--- src/rtl/owb_pkg.sv ---
package owb_pkg;

    typedef enum logic [1:0] {
        OP_IDLE  = 2'b00,
        OP_RESET = 2'b01,
        OP_WRITE = 2'b10,
        OP_READ  = 2'b11
    } owb_op_e;

endpackage

--- src/rtl/owb_sync.sv ---
// Multi-stage synchronizer for the raw bus level; resets to the idle-high level.
module owb_sync #(
    parameter int STAGES = 2
) (
    input  logic clk,
    input  logic rst_n,
    input  logic d_i,
    output logic q_o
);
    logic [STAGES-1:0] chain_q;
    logic [STAGES-1:0] chain_d;

    generate
        if (STAGES == 1) begin : g_single
            always_comb chain_d = d_i;
        end else begin : g_multi
            always_comb chain_d = {chain_q[STAGES-2:0], d_i};
        end
    endgenerate

    always_ff @(posedge clk or negedge rst_n) begin
        if (!rst_n) chain_q <= '1;
        else        chain_q <= chain_d;
    end

    assign q_o = chain_q[STAGES-1];
endmodule

--- src/rtl/owb_prescaler.sv ---
// Microsecond tick generator; cleared at command start, counts only while running.
module owb_prescaler #(
    parameter int CLKS_PER_US = 50
) (
    input  logic clk,
    input  logic rst_n,
    input  logic clear_i,
    input  logic run_i,
    output logic tick_o
);
    localparam int PRE_W = (CLKS_PER_US > 1) ? $clog2(CLKS_PER_US) : 1;
    localparam logic [PRE_W-1:0] PRE_LAST = PRE_W'(CLKS_PER_US - 1);

    logic [PRE_W-1:0] pre_d, pre_q;
    logic             wrap;

    always_comb begin
        wrap  = run_i && (pre_q == PRE_LAST);
        pre_d = pre_q;
        if (clear_i)   pre_d = '0;
        else if (wrap) pre_d = '0;
        else if (run_i) pre_d = pre_q + 1'b1;
    end

    always_ff @(posedge clk or negedge rst_n) begin
        if (!rst_n) pre_q <= '0;
        else        pre_q <= pre_d;
    end

    assign tick_o = wrap && !clear_i;
endmodule

--- src/rtl/owb_profile.sv ---
// Maps the running command onto its phase boundaries in microseconds.
module owb_profile
    import owb_pkg::*;
#(
    parameter int US_W          = 10,
    parameter int T_RST_LOW     = 480,
    parameter int T_RST_HIGH    = 480,
    parameter int T_PRES_SAMPLE = 70,
    parameter int T_LOW_ONE     = 6,
    parameter int T_LOW_ZERO    = 60,
    parameter int T_READ_SAMPLE = 13,
    parameter int T_SLOT        = 70,
    parameter int T_REC         = 5
) (
    input  owb_op_e          op_i,
    input  logic             wbit_i,
    output logic [US_W-1:0]  low_us_o,
    output logic [US_W-1:0]  sample_us_o,
    output logic [US_W-1:0]  end_us_o,
    output logic             sample_en_o
);
    localparam logic [US_W-1:0] RST_LOW  = US_W'(T_RST_LOW);
    localparam logic [US_W-1:0] RST_SAMP = US_W'(T_RST_LOW + T_PRES_SAMPLE);
    localparam logic [US_W-1:0] RST_END  = US_W'(T_RST_LOW + T_RST_HIGH);
    localparam logic [US_W-1:0] BIT_ONE  = US_W'(T_LOW_ONE);
    localparam logic [US_W-1:0] BIT_ZERO = US_W'(T_LOW_ZERO);
    localparam logic [US_W-1:0] BIT_SAMP = US_W'(T_READ_SAMPLE);
    localparam logic [US_W-1:0] BIT_END  = US_W'(T_SLOT + T_REC);

    always_comb begin
        low_us_o    = BIT_ONE;
        sample_us_o = BIT_SAMP;
        end_us_o    = BIT_END;
        sample_en_o = 1'b0;
        unique case (op_i)
            OP_RESET: begin
                low_us_o    = RST_LOW;
                sample_us_o = RST_SAMP;
                end_us_o    = RST_END;
                sample_en_o = 1'b1;
            end
            OP_WRITE: begin
                low_us_o    = wbit_i ? BIT_ONE : BIT_ZERO;
            end
            OP_READ: begin
                sample_en_o = 1'b1;
            end
            default: begin
                sample_en_o = 1'b0;
            end
        endcase
    end
endmodule

--- src/rtl/owb_engine.sv ---
// Slot sequencer: tracks elapsed microseconds, drives the pull, samples, completes.
module owb_engine
    import owb_pkg::*;
#(
    parameter int US_W = 10
) (
    input  logic            clk,
    input  logic            rst_n,
    input  logic            start_i,
    input  owb_op_e         start_op_i,
    input  logic            start_wbit_i,
    input  logic            tick_i,
    input  logic            bus_s_i,
    input  logic [US_W-1:0] low_us_i,
    input  logic [US_W-1:0] sample_us_i,
    input  logic [US_W-1:0] end_us_i,
    input  logic            sample_en_i,
    output owb_op_e         op_o,
    output logic            wbit_o,
    output logic            busy_o,
    output logic            pull_o,
    output logic            done_o,
    output logic            rd_bit_o,
    output logic            presence_o
);
    typedef struct packed {
        logic            busy;
        logic            pull;
        logic            done;
        owb_op_e         op;
        logic            wbit;
        logic [US_W-1:0] elapsed;
        logic            rd_bit;
        logic            presence;
    } eng_st_t;

    eng_st_t st_d, st_q;
    logic [US_W-1:0] elapsed_n;

    always_comb begin
        st_d      = st_q;
        st_d.done = 1'b0;
        elapsed_n = st_q.elapsed + 1'b1;
        if (!st_q.busy) begin
            if (start_i) begin
                st_d.busy    = 1'b1;
                st_d.pull    = 1'b1;
                st_d.op      = start_op_i;
                st_d.wbit    = start_wbit_i;
                st_d.elapsed = '0;
            end
        end else if (tick_i) begin
            st_d.elapsed = elapsed_n;
            st_d.pull    = (elapsed_n < low_us_i);
            if (sample_en_i && (elapsed_n == sample_us_i)) begin
                if (st_q.op == OP_RESET) st_d.presence = !bus_s_i;
                else                     st_d.rd_bit   = bus_s_i;
            end
            if (elapsed_n == end_us_i) begin
                st_d.busy = 1'b0;
                st_d.pull = 1'b0;
                st_d.done = 1'b1;
            end
        end
    end

    always_ff @(posedge clk or negedge rst_n) begin
        if (!rst_n) begin
            st_q          <= '0;
            st_q.op       <= OP_IDLE;
            st_q.rd_bit   <= 1'b1;
        end else begin
            st_q <= st_d;
        end
    end

    assign op_o       = st_q.op;
    assign wbit_o     = st_q.wbit;
    assign busy_o     = st_q.busy;
    assign pull_o     = st_q.pull;
    assign done_o     = st_q.done;
    assign rd_bit_o   = st_q.rd_bit;
    assign presence_o = st_q.presence;
endmodule

--- src/rtl/owb_master.sv ---
module owb_master
    import owb_pkg::*;
#(
    parameter int CLKS_PER_US   = 50,
    parameter int SYNC_STAGES   = 2,
    parameter int T_RST_LOW     = 480,
    parameter int T_RST_HIGH    = 480,
    parameter int T_PRES_SAMPLE = 70,
    parameter int T_LOW_ONE     = 6,
    parameter int T_LOW_ZERO    = 60,
    parameter int T_READ_SAMPLE = 13,
    parameter int T_SLOT        = 70,
    parameter int T_REC         = 5
) (
    input  logic       clk,
    input  logic       rst_n,
    input  logic       cmd_valid,
    input  logic [1:0] cmd_op,
    input  logic       cmd_wbit,
    output logic       cmd_ready,
    output logic       done,
    output logic       rd_bit,
    output logic       presence,
    input  logic       bus_in,
    output logic       bus_pd_n
);
    localparam int RST_TOTAL = T_RST_LOW + T_RST_HIGH;
    localparam int BIT_TOTAL = T_SLOT + T_REC;
    localparam int MAX_US    = (RST_TOTAL > BIT_TOTAL) ? RST_TOTAL : BIT_TOTAL;
    localparam int US_W      = $clog2(MAX_US + 1);

    logic            bus_s;
    logic            tick;
    logic            busy;
    logic            pull;
    logic            start;
    owb_op_e         op_run;
    logic            wbit_run;
    logic [US_W-1:0] low_us, sample_us, end_us;
    logic            sample_en;

    assign start = cmd_valid && !busy && (owb_op_e'(cmd_op) != OP_IDLE);

    owb_sync #(.STAGES(SYNC_STAGES)) u_sync (
        .clk   (clk),
        .rst_n (rst_n),
        .d_i   (bus_in),
        .q_o   (bus_s)
    );

    owb_prescaler #(.CLKS_PER_US(CLKS_PER_US)) u_pre (
        .clk     (clk),
        .rst_n   (rst_n),
        .clear_i (start),
        .run_i   (busy),
        .tick_o  (tick)
    );

    owb_profile #(
        .US_W(US_W), .T_RST_LOW(T_RST_LOW), .T_RST_HIGH(T_RST_HIGH),
        .T_PRES_SAMPLE(T_PRES_SAMPLE), .T_LOW_ONE(T_LOW_ONE),
        .T_LOW_ZERO(T_LOW_ZERO), .T_READ_SAMPLE(T_READ_SAMPLE),
        .T_SLOT(T_SLOT), .T_REC(T_REC)
    ) u_prof (
        .op_i        (op_run),
        .wbit_i      (wbit_run),
        .low_us_o    (low_us),
        .sample_us_o (sample_us),
        .end_us_o    (end_us),
        .sample_en_o (sample_en)
    );

    owb_engine #(.US_W(US_W)) u_eng (
        .clk          (clk),
        .rst_n        (rst_n),
        .start_i      (start),
        .start_op_i   (owb_op_e'(cmd_op)),
        .start_wbit_i (cmd_wbit),
        .tick_i       (tick),
        .bus_s_i      (bus_s),
        .low_us_i     (low_us),
        .sample_us_i  (sample_us),
        .end_us_i     (end_us),
        .sample_en_i  (sample_en),
        .op_o         (op_run),
        .wbit_o       (wbit_run),
        .busy_o       (busy),
        .pull_o       (pull),
        .done_o       (done),
        .rd_bit_o     (rd_bit),
        .presence_o   (presence)
    );

    assign cmd_ready = !busy;
    assign bus_pd_n  = !pull;
endmodule

--- config.mk ---
export PLATFORM = sky130hd
export DESIGN_NAME = owb_master
export DESIGN_NICKNAME = d
export VERILOG_FILES = /design/src/rtl/owb_pkg.sv /design/src/rtl/owb_sync.sv /design/src/rtl/owb_prescaler.sv /design/src/rtl/owb_profile.sv /design/src/rtl/owb_engine.sv /design/src/rtl/owb_master.sv
export SDC_FILE = /design/constraint.sdc
export NUM_CORES = 1
export LEC_CHECK = 0
export ABC_CLOCK_PERIOD_IN_PS = 2000
export BUFFER_PORTS_ARGS = -buffer_cell sky130_fd_sc_hd__buf_4
export CAP_MARGIN = 10
export CORE_ASPECT_RATIO = 1.1
export CORE_MARGIN = 2
export CORE_UTILIZATION = 50
export DETAILED_ROUTE_END_ITERATION = 10
export GPL_TIMING_DRIVEN = 0
export MAX_ROUTING_LAYER = met4
export PLACE_DENSITY = 0.71
export SLEW_MARGIN = 30
export SYNTH_ARGS = -nofsm -noshare
export SYNTH_HDL_FRONTEND = slang
export SYNTH_SLANG_ARGS = --single-unit
--- constraint.sdc ---
create_clock -name clk -period 2 [get_ports clk]
set_input_delay 0.2 -clock clk [delete_from_list [all_inputs] [get_ports clk]]
set_output_delay 0.2 -clock clk [all_outputs]
set_load 0.01 [all_outputs]
## Yosys cells after proc, flatten, opt, wreduce, memory -nomap -nowiden

Cells that the tools add are included.
Widths: inputs -> output; s select.

- Register bits: 26
- Input bits: 7
- Output and inout bits: 5
- Logic and storage cells: 58

- $add $sub $neg: 2
- Order comparisons: 1
- Eq/ne operators: 7
- Multiplexer cells: 19
- Bitwise logic cells: 2
- Reduce and logical (&&, ||, !) cells: 17

Operators with widths:

| operator | number |
|---|---|
| $mux 10 | 4 |
| $mux 6 | 4 |
| $eq 10x10->1 | 2 |
| $pmux 10 s2 | 1 |
| $mux 12 | 1 |
| $add 10x1->10 const B | 1 |
| $lt 10x10->1 | 1 |
| $reduce_and 4->1 | 2 |
| $add 6x1->6 const B | 1 |
| $eq 6x6->1 const B | 1 |
| $mux 2 | 3 |
| $mux 3 | 2 |
| $logic_and 1x1->1 | 5 |
| $eq 2x2->1 const B | 2 |
| $logic_not 1->1 | 4 |
| $mux 1 | 4 |
| $reduce_and 2->1 | 2 |
| $reduce_bool 2->1 | 2 |
| $reduce_bool 3->1 | 1 |
| $eq 2x1->1 const B | 1 |
| $ne 2x2->1 const B | 1 |
| $not 1->1 | 2 |
| $reduce_or 2->1 | 1 |

## Longest topological paths before layout

Gate-level depths: netlist (run 1).

- Depth in word-level cells: 7
- Gate-level depth with buffers: 11
- Mapped depth without buffers: 11

## Modules after synthesis

Synthesis (run 1) repeated with hierarchy kept, for this count alone.

- Cells, all modules: 294
- Area total of the unflattened synthesis: 2508.7 um^2

Modules (own cells, without submodules):

| module | times used | cells an instance | area an instance (um^2) | seq. area each (um^2) |
|---|---|---|---|---|
| owb_engine | 1 | 214 | 1784.2 | 451.7 |
| owb_prescaler | 1 | 36 | 357.8 | 150.1 |
| owb_profile | 1 | 39 | 296.5 | 0.0 |
| owb_sync | 1 | 2 | 52.6 | 52.6 |
| owb_master | 1 | 3 | 17.5 | 0.0 |

## Least setup slack after synthesis (run 1)

OpenSTA, ideal clock, no wires.

- Path type: flip-flop to flip-flop
- Start point: register u_pre.pre_q[1]
- End point: register, netlist name u_eng.rd_bit_o
- Library setup time: 82 ps
- Data arrival time: 2089 ps
- Data required time: 1918 ps
- Path slack: -171 ps
- Cell stages (with the launch flop): 10
- Path buffers: 1
- Period minus slack after synthesis: 2171 ps
- Path through: dfrtp_1 -> inv_1 -> ha_1 -> nand2_1 -> or4_1 -> buf_2 -> or3_1 -> nor3_2 -> nand3_1 -> mux2_4

- Cells in the longest elaborated chain, start to end: 4

RTL lines:

| item | line | source |
|---|---|---|
| from (decl) | owb_prescaler.sv:14 | `logic [PRE_W-1:0] pre_d, pre_q;` |
| from (signal assigned) | owb_prescaler.sv:27 | `else pre_q <= pre_d;` |
| $eq 6x6->1 | owb_prescaler.sv:18 | `wrap = run_i && (pre_q == PRE_LAST);` |
| $logic_and 1x1->1 | owb_prescaler.sv:18 |  |
| $logic_and 1x1->1 | owb_prescaler.sv:30 | `assign tick_o = wrap && !clear_i;` |
| $reduce_and 4->1 (no source line) | -- |  |

Every way passes these cells.
A chain may end at the register's enable or synchronous reset.

## Final worst setup path (run 1)

- Start point: register u_eng.st_q[2] in the netlist's numbering
- End point: register u_eng.st_q, in the netlist u_eng.pull_o

- Cells in the longest elaborated chain, start to end: 5
- Elaborated cells on any way between the ends: 6
- Those cells by class: 1 x add/sub; 1 x order compare; 1 x eq/ne; 3 x mux

RTL lines:

| item | line | source |
|---|---|---|
| from (decl) | owb_engine.sv:37 | `eng_st_t st_d, st_q;` |
| from (signal assigned) | owb_engine.sv:73 | `st_q <= st_d;` |
| $add 10x1->10 * | owb_engine.sv:43 | `elapsed_n = st_q.elapsed + 1'b1;` |
| $lt 10x10->1 or $eq 10x10->1 (tied branches) | owb_engine.sv:54, owb_engine.sv:59 |  |
| $mux 3 * | owb_engine.sv:59 | `if (elapsed_n == end_us_i) begin` |
| $mux 3 * | owb_engine.sv:52 | `end else if (tick_i) begin` |
| $mux 2 * | owb_engine.sv:44 | `if (!st_q.busy) begin` |

Mark *: on every way between the ends. The rest lies on a longest branch, timed or not. The select of a mux whose other input is x is not followed.

==> results of run 1 <==
==> synthesized netlist by cell type, types with 3 or more instances <==
master,instances
sky130_fd_sc_hd__ha_1,13
sky130_fd_sc_hd__nor3_1,6
sky130_fd_sc_hd__dfrtp_1,23
sky130_fd_sc_hd__nand3_1,8
sky130_fd_sc_hd__clkbuf_1,3
sky130_fd_sc_hd__a22o_1,4
sky130_fd_sc_hd__nand2_1,22
sky130_fd_sc_hd__xnor2_1,7
sky130_fd_sc_hd__xor2_1,5
sky130_fd_sc_hd__inv_1,13
sky130_fd_sc_hd__dfstp_2,3
sky130_fd_sc_hd__o21ai_0,23
sky130_fd_sc_hd__nor2_1,11
sky130_fd_sc_hd__nor2b_1,4
sky130_fd_sc_hd__a21oi_1,6
==> layout by cell type, fill, tap and decap left out, types with 3 or more instances in the layout <==
| master | count |
|---|---|
| sky130_fd_sc_hd__dfrtp_2 | 6 |
| sky130_fd_sc_hd__clkbuf_4 | 3 |
| sky130_fd_sc_hd__xor2_1 | 3 |
| sky130_fd_sc_hd__nor2_1 | 9 |
| sky130_fd_sc_hd__ha_4 | 4 |
| sky130_fd_sc_hd__nand3_1 | 6 |
| sky130_fd_sc_hd__buf_4 | 30 |
| sky130_fd_sc_hd__dfstp_2 | 3 |
| sky130_fd_sc_hd__nand2_1 | 20 |
| sky130_fd_sc_hd__o21ai_0 | 23 |
| sky130_fd_sc_hd__dfrtp_1 | 17 |
| sky130_fd_sc_hd__a21oi_1 | 5 |
| sky130_fd_sc_hd__xnor2_2 | 3 |
| sky130_fd_sc_hd__a22o_1 | 4 |
| sky130_fd_sc_hd__ha_1 | 8 |
| sky130_fd_sc_hd__xnor2_1 | 4 |
| sky130_fd_sc_hd__nor3_1 | 5 |
| sky130_fd_sc_hd__inv_1 | 11 |
==> where the power goes <==
part / switching [W] / total (W) / internal (W)
clock network: 0.000156 / 0.000267 / 0.000111
registers: 0.00000454 / 0.000538 / 0.000533
logic: 0.0000461 / 0.0000936 / 0.0000475
==> per-stage QoR <==
step                      instances  utilization  setup WS [ps]  setup TNS [ps]
after floorplan                 183            -           -148            -254
after global placement          228        0.582           -343           -3690
after detailed placement        228        0.582           -453           -4860
after CTS                       247        0.674           -160            -402
after global routing            249        0.703           -246            -714
final                           249        0.703           -137            -224
==> metal layers <==
layer	wire, um	global-route usage
met1	1660	0.285
met2	1980	0.385
met3	112	0.0223
met4	105	0.0938
met5	0	-
==> final timing paths <==
check	to	start	cells after the start
min in group asynchronous	u_eng.st_q[8]	rst_n	2
worst min register to register	u_sync.chain_q[1]	u_sync.chain_q[0]	0
max in group asynchronous	u_sync.chain_q[0]	rst_n	2
worst max-delay path	u_eng.pull_o	u_eng.st_q[2]	10
worst min-delay path	u_eng.op_o[0]	cmd_op[0]	3
worst max register to register	u_eng.pull_o	u_eng.st_q[2]	10
==> registers in the layout (all words and copies together) (netlist names) <==
signal            count
u_eng.pull_o          1
u_eng.busy_o          1
u_eng.st_q           10
u_pre.pre_q           6
u_eng.op_o            2
u_eng.rd_bit_o        1
u_eng.presence_o      1
u_eng.wbit_o          1
u_eng.done_o          1
u_sync.chain_q        2
==> cells by family after synthesis <==
group           after synthesis  synth area share
simple gates                 66             0.206
compound gates               45             0.170
buf+inv                      18            0.0425
flops                        26             0.397
mux                           3            0.0220
fa+ha+maj                    13            0.0987
xor+xnor                     12            0.0638
==> worst max-delay path, delay by kind of cell, from the launching register on <==
| kind | cells | cell delay, ps |
|---|---|---|
| compound gates | 3 | 550 |
| xor+xnor | 1 | 190 |
| fa+ha+maj | 2 | 350 |
| buf+inv | 1 | 80 |
| flops | 1 | 480 |
| simple gates | 3 | 380 |
==> area by class of cell <==
cell class / instances / area share
clock buffers: 4 / 0.0167
plain buffers: 1 / 0.00172
flip-flops and latches: 26 / 0.304
repair buffers: 32 / 0.113
multi-input cells: 139 / 0.523
well taps: 34 / 0.0195
inverters: 13 / 0.0224
==> timing repair <==
item | CTS | global route
gates resized for setup | 26 | 15
endpoints found under the setup margin | 15 | 13
cloned | 0 | 0
setup buffers | 15 | 5
hold buffers | 2 | 0
hold endpoints to repair | 24 | 0
pin swaps | 11 | 7
==> reports/results.md, run 1 <==
| Step | Item | Value |
|---|---|---|
| cells and area | Area of combinational cells with multiple inputs | 1140 um2 |
| die | Starting density of the core | 0.531 |
| sta | Largest clock skew in the final design | 8.83 ps |
| synth | Async set or reset register ratio after synthesis | 1.00 |
| clock tree | Number of levels the H-tree was split into | 1 |
| sta | Post-Route Hold Slack | 88.6 ps |
| cells and area | Number of nets in the final layout | 236 |
| sta | Unrepaired setup endpoints after global routing | yes |
| grt | Vias in the first global route | 1508 |
| synth | Number of distinct standard cells referenced by the synthesized netlist | 40 |
| place | GP Congestion | 0.933 |
| setup path | Worst path required time | 2220 ps |
| clock tree | Root buf cell | sky130_fd_sc_hd__clkbuf_4 |
| setup path | Type of destination of the critical path | flip-flop |
| synth | Top cell type's share of synthesized area | 0.349 |
| route | Via count of the routed design | 1456 |
| route | Antenna-violating nets left | 0 |
| cells and area | Share of final-layout standard cells stronger than drive strength 1 | 0.363 |
| route | DRC | 0 |
| outcome | Outcome | complete, but fails checks |
| synth | Average size of a mapped cell | 9.00 um2 |
| synth | Warnings, synthesis | 0 |
| cells and area | Layout fillers | 237 |
| clock tree | Clock latency on the worst-skew pair | 320 ps |
| clock tree | CTS Sinks | 26 |
| cells and area | Antenna cell count | 0 |
| power and ir drop | Worst ir drop on vdd | 0.000302 V |
| synth | Synthesized Nets | 203 |
| synth | Cell type with the largest total area after synthesis | sky130_fd_sc_hd__dfrtp_1 |
| route | Total wire length after detailed routing | 3860 um |
| sta | Setup violators final | 2 |
| grt | Number of antenna violations at the first check in global routing | 0 |
| route | Detailed-route wire length per cell | 15.5 um |
| sta | Shortest clock period the worst path allows after layout | 2140 ps |
| clock tree | Deepest clock path buffer count | 2 |
| power and ir drop | Leakage power of the design | 0.959 nW |
| die | Die outline height | 64.2 um |
| synth | Post-Synthesis Cell Area | 1650 um2 |
| cells and area | Design Area, Final | 2180 um2 |
| setup path | Dominant cell type by count on the critical path | sky130_fd_sc_hd__ha_4 |
| grt | Global-route wire length before repair | 6680 um |
| die | DIE AREA | 3770 um2 |
| clock tree | Clock buffers created by TritonCTS | 3 |
| setup path | Cells along the critical path | ha_4, and4_4, nand2_2, xor2_2, inv_2, ha_4, a21o_1, a21oi_2, nand2_1, o41ai_2 |
| cells and area | Sequential cell area | 662 um2 |
| place | Placed cell areas | 1800 um2 |
| sta | Max Transition Viols Final | 0 |
| place | Final HPWL from detailed placement | 2550 um |
| outcome | Failing checks | negative setup slack |
| die | I/O pin count | 12 |
| setup path | Kind of launch point of the worst setup path | flip-flop |
| route | First-iteration detailed-routing DRC count | 57 |
| sta | Relative slew margins | 0.574 |
| synth | Post-synthesis instance total | 183 |
| setup path | Data arrival time of the critical path | 2360 ps |
| sta | Worst-margin pin slew | 636 ps |
| route | DR vias/cell | 5.85 |
| synth | Primary FF master, synth | sky130_fd_sc_hd__dfrtp_1 |
| sta | Final count of hold timing violations | 0 |
| setup path | WS Path Type | reg2reg |
| die | Overall die width | 58.7 um |
| setup path | Reg-to-reg setup timing slack | -140 ps |
| sta | Timing-limited maximum frequency | 0.468 GHz |
| die | Number of placement rows | 21 |
| cells and area | Signed area change from the synthesized netlist to the final layout | 32.2% |
| grt | Sum of overflow across all layers after global routing | 0 |
| grt | Maximum number of pins on one net before global-route repair | 27 |
| sta | Share of the clock period used by the worst path after layout | 1.07 |
| route | 1st-pass router iterations | 4 |
| setup path | Peak fanout along the critical path | 6 |
| synth | Fraction of the yosys area taken by sequential cells | 0.397 |
| synth | Synth Register Bits | 26 |
| place | Count of input and output buffers | 11 |
| clock tree | Post-CTS clock slew at the launch and capture registers of the worst setup and hold paths | 140 ps |
| clock tree | TritonCTS clock tree | built |
| worst hold path | Worst hold-check path type | in2reg |
| grt | Overall fraction of global-route tracks in use | 0.231 |
| power and ir drop | Post-layout total power | 0.000899 W |
| synth | Cells taking the most area after synthesis | sky130_fd_sc_hd__dfrtp_1 35%, sky130_fd_sc_hd__ha_1 9.9%, sky130_fd_sc_hd__o21ai_0 7.0% |
| die | Core box area | 3100 um2 |
| synth | Post-synth EDFFs | 0 |
| power and ir drop | Power per unit of standard cell area | 413 nW/um2 |
| sta | Minimum setup slack in the final design | -137 ps |
| setup path | Highest-delay cell along the critical path | sky130_fd_sc_hd__dfrtp_2 |
| run | Max capacitance violation total | 0 |
| setup path | Max stage delay on crit path | 480 ps |
Power figures use the tool's default switching activity.
==> run 2, diff against run 1 <==
Settings changed: ABC_CLOCK_PERIOD_IN_PS 2000 to 1950, TNS_END_PERCENT set to 1.
Clock period 2 ns to 1.95 ns, I/O delays scaled along.
==> reports/results.md, run 2 (synthesis results as in run 1) <==
| Step | Item | Value | vs previous |
|---|---|---|---|
| die | I/O pin count | 12 | unchanged |
| setup path | Data arrival time of the critical path | 2450 ps | was 2360 ps |
| die | Number of placement rows | 21 | unchanged |
| die | Core box area | 3100 um2 | unchanged |
| setup path | Max stage delay on crit path | 440 ps | was 480 ps |
| cells and area | Most common cell after layout, fill and taps aside | sky130_fd_sc_hd__buf_4 | unchanged |
| route | DRC | 0 | unchanged |
| clock tree | Number of levels the H-tree was split into | 1 | unchanged |
| sta | Relative slew margins | 0.525 | was 0.574 |
| setup path | Type of destination of the critical path | flip-flop | unchanged |
| die | Overall die width | 58.7 um | unchanged |
| clock tree | Clock buffers created by TritonCTS | 3 | unchanged |
| worst hold path | Min-Delay Endpoint | u_eng.op_o[0] | unchanged |
| power and ir drop | Leakage power of the design | 0.987 nW | was 0.959 nW |
| sta | Minimum setup slack in the final design | -265 ps | was -137 ps |
| route | Detailed-route wire length per cell | 17.4 um | was 15.5 um |
| setup path | Worst path required time | 2190 ps | was 2220 ps |
| run | Max capacitance violation total | 0 | unchanged |
| die | Die outline height | 64.2 um | unchanged |
| route | DR vias/cell | 5.92 | was 5.85 |
| setup path | Delay-heaviest family, CP | simple AND/OR/NAND/NOR gates | was compound AO/OA/AOI/OAI gates |
| setup path | Peak fanout along the critical path | 4 | was 6 |
| sta | Unrepaired setup endpoints after global routing | yes | unchanged |
| setup path | Kind of launch point of the worst setup path | flip-flop | unchanged |
| cells and area | Commonest cells after routing, fill and taps aside | 32 x sky130_fd_sc_hd__buf_4, 20 x sky130_fd_sc_hd__nand2_1, 18 x sky130_fd_sc_hd__o21ai_0 | was 30 x sky130_fd_sc_hd__buf_4, 23 x sky130_fd_sc_hd__o21ai_0, 20 x sky130_fd_sc_hd__nand2_1 |
| place | Worst-case setup slack after placement | -571 ps | was -453 ps |
| setup path | Reg-to-reg setup timing slack | -260 ps | was -140 ps |
| setup path | R2r worst-path depth | 8 | was 10 |
| route | First-iteration detailed-routing DRC count | 119 | was 57 |
| cells and area | Antenna cell count | 0 | unchanged |
| worst hold path | Hold wc startpoint | cmd_op[0] | unchanged |
| cells and area | Final core utilization | 0.730 | was 0.703 |
| clock tree | TritonCTS clock tree | built | unchanged |
| sta | Max Transition Viols Final | 0 | unchanged |
| die | DIE AREA | 3770 um2 | unchanged |
| sta | Shortest clock period the worst path allows after layout | 2210 ps | was 2140 ps |
| place | Count of input and output buffers | 11 | unchanged |
| route | Antenna-violating nets left | 0 | unchanged |
| grt | Global-route wire length before repair | 7070 um | was 6680 um |
| setup path | Worst reg2reg endpoint | u_eng.pull_o | unchanged |
| power and ir drop | Worst ir drop on vdd | 0.000246 V | was 0.000302 V |
| setup path | Worst reg2reg startpoint | u_eng.st_q[3] | was u_eng.st_q[2] |
| clock tree | Deepest clock path buffer count | 2 | unchanged |
| sta | Post-Route Hold Slack | 60.9 ps | was 88.6 ps |
| route | 1st-pass router iterations | 4 | unchanged |
| setup path | WS Path Type | reg2reg | unchanged |
| place | Final HPWL from detailed placement | 2500 um | was 2550 um |
| clock tree | Post-CTS clock slew at the launch and capture registers of the worst setup and hold paths | 150 ps | was 140 ps |
| sta | Setup violators final | 5 | was 2 |
| cells and area | Layout fillers | 209 | was 237 |
| die | Starting density of the core | 0.531 | unchanged |
| grt | Maximum number of pins on one net before global-route repair | 27 | unchanged |
| setup path | Highest-delay cell along the critical path | sky130_fd_sc_hd__dfrtp_2 | unchanged |
| grt | Overall fraction of global-route tracks in use | 0.246 | was 0.231 |
| cells and area | Largest register by flop count | u_eng.st_q | unchanged |
| worst hold path | Worst hold-check path type | in2reg | unchanged |
| clock tree | Clock latency on the worst-skew pair | 330 ps | was 320 ps |
| place | GP Congestion | 0.944 | was 0.933 |
| grt | Sum of overflow across all layers after global routing | 0 | unchanged |
| power and ir drop | Power per unit of standard cell area | 416 nW/um2 | was 413 nW/um2 |
| cells and area | Flip-flop count of the largest register after layout | 10 | unchanged |
| route | Total wire length after detailed routing | 4410 um | was 3860 um |
| outcome | Outcome | complete, but fails checks | unchanged |
| clock tree | Root buf cell | sky130_fd_sc_hd__clkbuf_4 | unchanged |
| sta | Worst-margin pin slew | 708 ps | was 636 ps |
| cells and area | Registers with the most flip-flops | u_eng.st_q: 10 flops, u_pre.pre_q: 6 flops | unchanged |
| cells and area | Number of nets in the final layout | 241 | was 236 |
| setup path | Cells along the critical path | ha_4, nand2_1, nor3_1, xnor2_1, ha_1, o2111ai_1, nor2_1, o41ai_2 | was ha_4, and4_4, nand2_2, xor2_2, inv_2, ha_4, a21o_1, a21oi_2, nand2_1, o41ai_2 |
| sta | Largest clock skew in the final design | 1.87 ps | was 8.83 ps |
| sta | Share of the clock period used by the worst path after layout | 1.14 | was 1.07 |
| clock tree | CTS Sinks | 26 | unchanged |
| worst hold path | Number of instances on the worst hold path | 3 | unchanged |
| setup path | Number of buffers and inverters on the critical path | 0 | was 1 |
| grt | Number of antenna violations at the first check in global routing | 0 | unchanged |
| cells and area | Signed area change from the synthesized netlist to the final layout | 37.4% | was 32.2% |
| cells and area | Share of final-layout standard cells stronger than drive strength 1 | 0.409 | was 0.363 |
| outcome | Failing checks | negative setup slack | unchanged |
| sta | Timing-limited maximum frequency | 0.451 GHz | was 0.468 GHz |
| route | Via count of the routed design | 1504 | was 1456 |
| grt | Vias in the first global route | 1561 | was 1508 |
| sta | Final count of hold timing violations | 0 | unchanged |
run 2: changes by cell type in the layout (fill, tap and decap cells not counted), sizes merged:
cell    delta
buf        +4
clkbuf     +1
run 2: worst register-to-register path, stage by stage (launching register included):
cell and delay (ps):
sky130_fd_sc_hd__dfrtp_2 440, sky130_fd_sc_hd__ha_4 180, sky130_fd_sc_hd__nand2_1 140, sky130_fd_sc_hd__nor3_1 320
sky130_fd_sc_hd__xnor2_1 230, sky130_fd_sc_hd__ha_1 320, sky130_fd_sc_hd__o2111ai_1 110, sky130_fd_sc_hd__nor2_1 80
sky130_fd_sc_hd__o41ai_2 300
run 2: area by class of cell:
class | count | area, um2 | share of cell area
Buffer | 3 | 15.0 | 0.00663
Multi-Input combinational cell | 139 | 1180 | 0.523
Timing Repair Buffer | 35 | 275 | 0.122
Inverter | 13 | 48.8 | 0.0215
Tap cell | 34 | 42.5 | 0.0188
Clock buffer | 4 | 36.3 | 0.0160
Sequential cell | 26 | 663 | 0.293
run 2: worst max-delay path by stage:
stage | from | to | slack (ps) | cells after the start
floorplan | u_pre.pre_q[1] | u_eng.rd_bit_o | -200 | 9
CTS | u_pre.pre_q[1] | u_eng.rd_bit_o | -170 | 8
finish | u_eng.st_q[3] | u_eng.pull_o | -260 | 8
global route | u_eng.st_q[2] | u_eng.pull_o | -330 | 8
global placement | u_eng.st_q[2] | u_eng.pull_o | -480 | 10
detailed placement | u_eng.op_o[0] | u_eng.pull_o | -570 | 11
run 2: repair_timing:
action,in CTS,in global routing
gates resized for setup,39,26
hold endpoints to repair,24,0
hold buffers,2,0
pin swaps,16,16
endpoints found under the setup margin,15,12
setup buffers,14,8
run 2: routing by layer:
layer,track usage,share of wire,routed length (um),vias up
li1,-,-,-,716
met1,0.310,0.41,1810,728
met2,0.397,0.54,2370,46
met3,0.0263,0.034,150,14
met4,0.102,0.018,78,0
met5,-,0,0,-
run 2: power breakdown:
| group | leakage, nW | internal, W | total (W) | switching (W) |
|---|---|---|---|---|
| Sequential | 0.280 | 0.000547 | 0.000552 | 0.00000508 |
| Combinational | 0.687 | 0.0000524 | 0.000104 | 0.0000521 |
| Clock | 0.0210 | 0.000114 | 0.000285 | 0.000171 |
run 2: per-stage QoR:
| step | cells | total power [W] | cell area [um2] | TNS, ps |
|---|---|---|---|---|
| after floorplan | 183 | 0.000597 | 1650 | -484 |
| after global placement | 228 | 0.000624 | 1780 | -4360 |
| after detailed placement | 228 | 0.000628 | 1780 | -5320 |
| after CTS | 246 | 0.000928 | 2100 | -416 |
| after global routing | 254 | 0.000983 | 2260 | -1400 |
| final | 254 | 0.000942 | 2260 | -705 |
==> run 3, diff against run 2 <==
Settings changed: CELL_PAD_IN_SITES_DETAIL_PLACEMENT set to 0, CELL_PAD_IN_SITES_GLOBAL_PLACEMENT set to 1, CORE_UTILIZATION 50 to 41, PLACE_DENSITY 0.71 to unset, PLACE_DENSITY_LB_ADDON set to 0.1.
==> reports/results.md, run 3 (synthesis results as in run 1) <==
| Step | Item | Value | vs previous |
|---|---|---|---|
| outcome | Outcome | complete, but fails checks | unchanged |
| outcome | Failing checks | negative setup slack | unchanged |
| sta | Timing-limited maximum frequency | 0.469 GHz | was 0.451 GHz |
| setup path | Kind of launch point of the worst setup path | flip-flop | unchanged |
| setup path | R2r worst-path depth | 8 | unchanged |
| setup path | Worst reg2reg startpoint | u_pre.pre_q[1] | was u_eng.st_q[3] |
| route | Detailed-route wire length per cell | 15.1 um | was 17.4 um |
| setup path | Worst path required time | 2160 ps | was 2190 ps |
| clock tree | Post-CTS clock slew at the launch and capture registers of the worst setup and hold paths | 90 ps | was 150 ps |
| place | Final HPWL from detailed placement | 2730 um | was 2500 um |
| sta | Accumulated negative setup slack | -674 ps | was -705 ps |
| cells and area | Final core utilization | 0.561 | was 0.730 |
| power and ir drop | Worst ir drop on vdd | 0.000322 V | was 0.000246 V |
| sta | Setup violators final | 5 | unchanged |
| die | Number of placement rows | 24 | was 21 |
| setup path | Data arrival time of the critical path | 2340 ps | was 2450 ps |
| die | Die outline height | 70.5 um | was 64.2 um |
| route | DR vias/cell | 5.35 | was 5.92 |
| grt | Number of antenna violations at the first check in global routing | 0 | unchanged |
| grt | Maximum number of pins on one net before global-route repair | 27 | unchanged |
| clock tree | CTS Sinks | 26 | unchanged |
| clock tree | Clock latency on the worst-skew pair | 270 ps | was 330 ps |
| setup path | Worst reg2reg endpoint | u_eng.rd_bit_o | was u_eng.pull_o |
| cells and area | Registers with the most flip-flops | u_eng.st_q: 10 flops, u_pre.pre_q: 6 flops | unchanged |
| cells and area | Flip-flop count of the largest register after layout | 10 | unchanged |
| route | Total wire length after detailed routing | 4030 um | was 4410 um |
| die | Starting density of the core | 0.422 | was 0.531 |
| power and ir drop | Power per unit of standard cell area | 450 nW/um2 | was 416 nW/um2 |
| sta | Largest clock skew in the final design | 5.19 ps | was 1.87 ps |
| grt | Sum of overflow across all layers after global routing | 0 | unchanged |
| clock tree | Clock buffers created by TritonCTS | 3 | unchanged |
| die | Overall die width | 64.4 um | was 58.7 um |
| place | # placed instances | 246 | was 228 |
| sta | Relative slew margins | 0.518 | was 0.525 |
| setup path | Peak fanout along the critical path | 5 | was 4 |
| place | GP Congestion | 0.826 | was 0.944 |
| sta | Worst-margin pin slew | 718 ps | was 708 ps |
| sta | Final count of hold timing violations | 0 | unchanged |
| place | Count of input and output buffers | 11 | unchanged |
| setup path | Reg-to-reg setup timing slack | -180 ps | was -260 ps |
| setup path | Type of destination of the critical path | flip-flop | unchanged |
| route | First-iteration detailed-routing DRC count | 52 | was 119 |
| grt | Vias in the first global route | 1440 | was 1561 |
| clock tree | Root buf cell | sky130_fd_sc_hd__clkbuf_8 | was sky130_fd_sc_hd__clkbuf_4 |
| grt | Overall fraction of global-route tracks in use | 0.199 | was 0.246 |
| place | Placed cell areas | 1810 um2 | was 1780 um2 |
| cells and area | Commonest cells after routing, fill and taps aside | 29 x sky130_fd_sc_hd__buf_4, 20 x sky130_fd_sc_hd__nand2_1, 19 x sky130_fd_sc_hd__o21ai_0, 19 x sky130_fd_sc_hd__dfrtp_1, 11 x sky130_fd_sc_hd__inv_1 | was 32 x sky130_fd_sc_hd__buf_4, 20 x sky130_fd_sc_hd__nand2_1, 18 x sky130_fd_sc_hd__o21ai_0 |
| grt | Global-route wire length before repair | 6820 um | was 7070 um |
| route | Via count of the routed design | 1428 | was 1504 |
| die | Core box area | 3900 um2 | was 3100 um2 |
| sta | Shortest clock period the worst path allows after layout | 2130 ps | was 2210 ps |
| sta | Unrepaired setup endpoints after global routing | yes | unchanged |
| cells and area | Antenna cell count | 0 | unchanged |
| setup path | Start point of the critical path | u_pre.pre_q[1] | was u_eng.st_q[3] |
| sta | Share of the clock period used by the worst path after layout | 1.09 | was 1.14 |
| cells and area | Share of final-layout standard cells stronger than drive strength 1 | 0.344 | was 0.409 |
| cells and area | Number of nets in the final layout | 236 | was 241 |
| cells and area | Largest register by flop count | u_eng.st_q | unchanged |
| power and ir drop | Post-layout total power | 0.000987 W | was 0.000942 W |
| run | Max capacitance violation total | 0 | unchanged |
| route | 1st-pass router iterations | 4 | unchanged |
| setup path | Setup crit end | u_eng.rd_bit_o | was u_eng.pull_o |
| cells and area | Signed area change from the synthesized netlist to the final layout | 33.0% | was 37.4% |
| die | DIE AREA | 4540 um2 | was 3770 um2 |
| route | Antenna-violating nets left | 0 | unchanged |
| sta | Minimum setup slack in the final design | -184 ps | was -265 ps |
| power and ir drop | Leakage power of the design | 0.950 nW | was 0.987 nW |
| cells and area | Design Area, Final | 2190 um2 | was 2260 um2 |
| route | DRC | 0 | unchanged |
| clock tree | TritonCTS clock tree | built | unchanged |
| cells and area | Layout fillers | 356 | was 209 |
| clock tree | Deepest clock path buffer count | 2 | unchanged |
| clock tree | Number of levels the H-tree was split into | 1 | unchanged |
| setup path | WS Path Type | reg2reg | unchanged |
| cells and area | Most common cell after layout, fill and taps aside | sky130_fd_sc_hd__buf_4 | unchanged |
| cells and area | Non-filler cells, final | 267 | was 254 |
| worst hold path | Worst hold-check path type | in2reg | unchanged |
| die | I/O pin count | 12 | unchanged |
| sta | Max Transition Viols Final | 0 | unchanged |
==> run 3: cell count changes in the layout (fill, tap and decap cells not counted), sizes merged <==
| cell | delta |
|---|---|
| clkbuf | +1 |
| dlygate4sd3 | -1 |
| buf | -5 |
==> run 3: what timing repair did <==
| action | CTS | global route |
|---|---|---|
| hold buffers | 1 | 0 |
| endpoints found under the hold margin | 23 | 0 |
| endpoints found under the setup margin | 16 | 18 |
| buffers inserted | 6 | 12 |
| gates resized for setup | 27 | 19 |
| pin swaps | 6 | 19 |
==> run 3: metal layers <==
layer / vias to the layer above / GRT usage / wire length [um]
li1: 705 / - / -
met1: 708 / 0.247 / 1850
met2: 11 / 0.346 / 2100
met3: 4 / 0.0242 / 52
met4: 0 / 0.0426 / 36
met5: - / - / 0
==> run 3: through the flow <==
step	hold WS, ps	setup WS [ps]
floorplan	-101	-198
global route	7.94	-282
finish	21.0	-184
CTS	15.4	-208
global placement	125	-482
detailed placement	133	-501
==> run 3: worst min-delay path by stage <==
stage                 from                 to  cells past startpoint
detailed placement   rst_n      u_eng.st_q[6]                      1
floorplan            rst_n       u_eng.busy_o                      0
global placement     rst_n      u_eng.st_q[7]                      1
CTS                 bus_in  u_sync.chain_q[0]                      1
global route        bus_in  u_sync.chain_q[0]                      1
finish              bus_in  u_sync.chain_q[0]                      1
==> run 3: cell type report <==
| cell class | count | area [um2] | area share |
|---|---|---|---|
| clock buffer | 4 | 55.1 | 0.0251 |
| buffer | 3 | 15.0 | 0.00685 |
| tap | 52 | 65.1 | 0.0297 |
| multi-input combinational | 139 | 1120 | 0.511 |
| inverter | 13 | 48.8 | 0.0223 |
| timing repair buffer | 30 | 228 | 0.104 |
| sequential | 26 | 659 | 0.301 |
==> run 3: power by group <==
part           internal (W)  switching, W
Sequential         0.000547    0.00000553
Combinational     0.0000401     0.0000419
Clock              0.000181      0.000172
==> run 3: critical path, stage by stage, from the launching register on <==
cell	delay, ps
sky130_fd_sc_hd__dfrtp_1	380
sky130_fd_sc_hd__inv_1	60
sky130_fd_sc_hd__ha_2	160
sky130_fd_sc_hd__nand2_2	70
sky130_fd_sc_hd__or4_4	460
sky130_fd_sc_hd__or3_4	360
sky130_fd_sc_hd__nor3_4	150
sky130_fd_sc_hd__nand3_2	120
sky130_fd_sc_hd__mux2_4	310
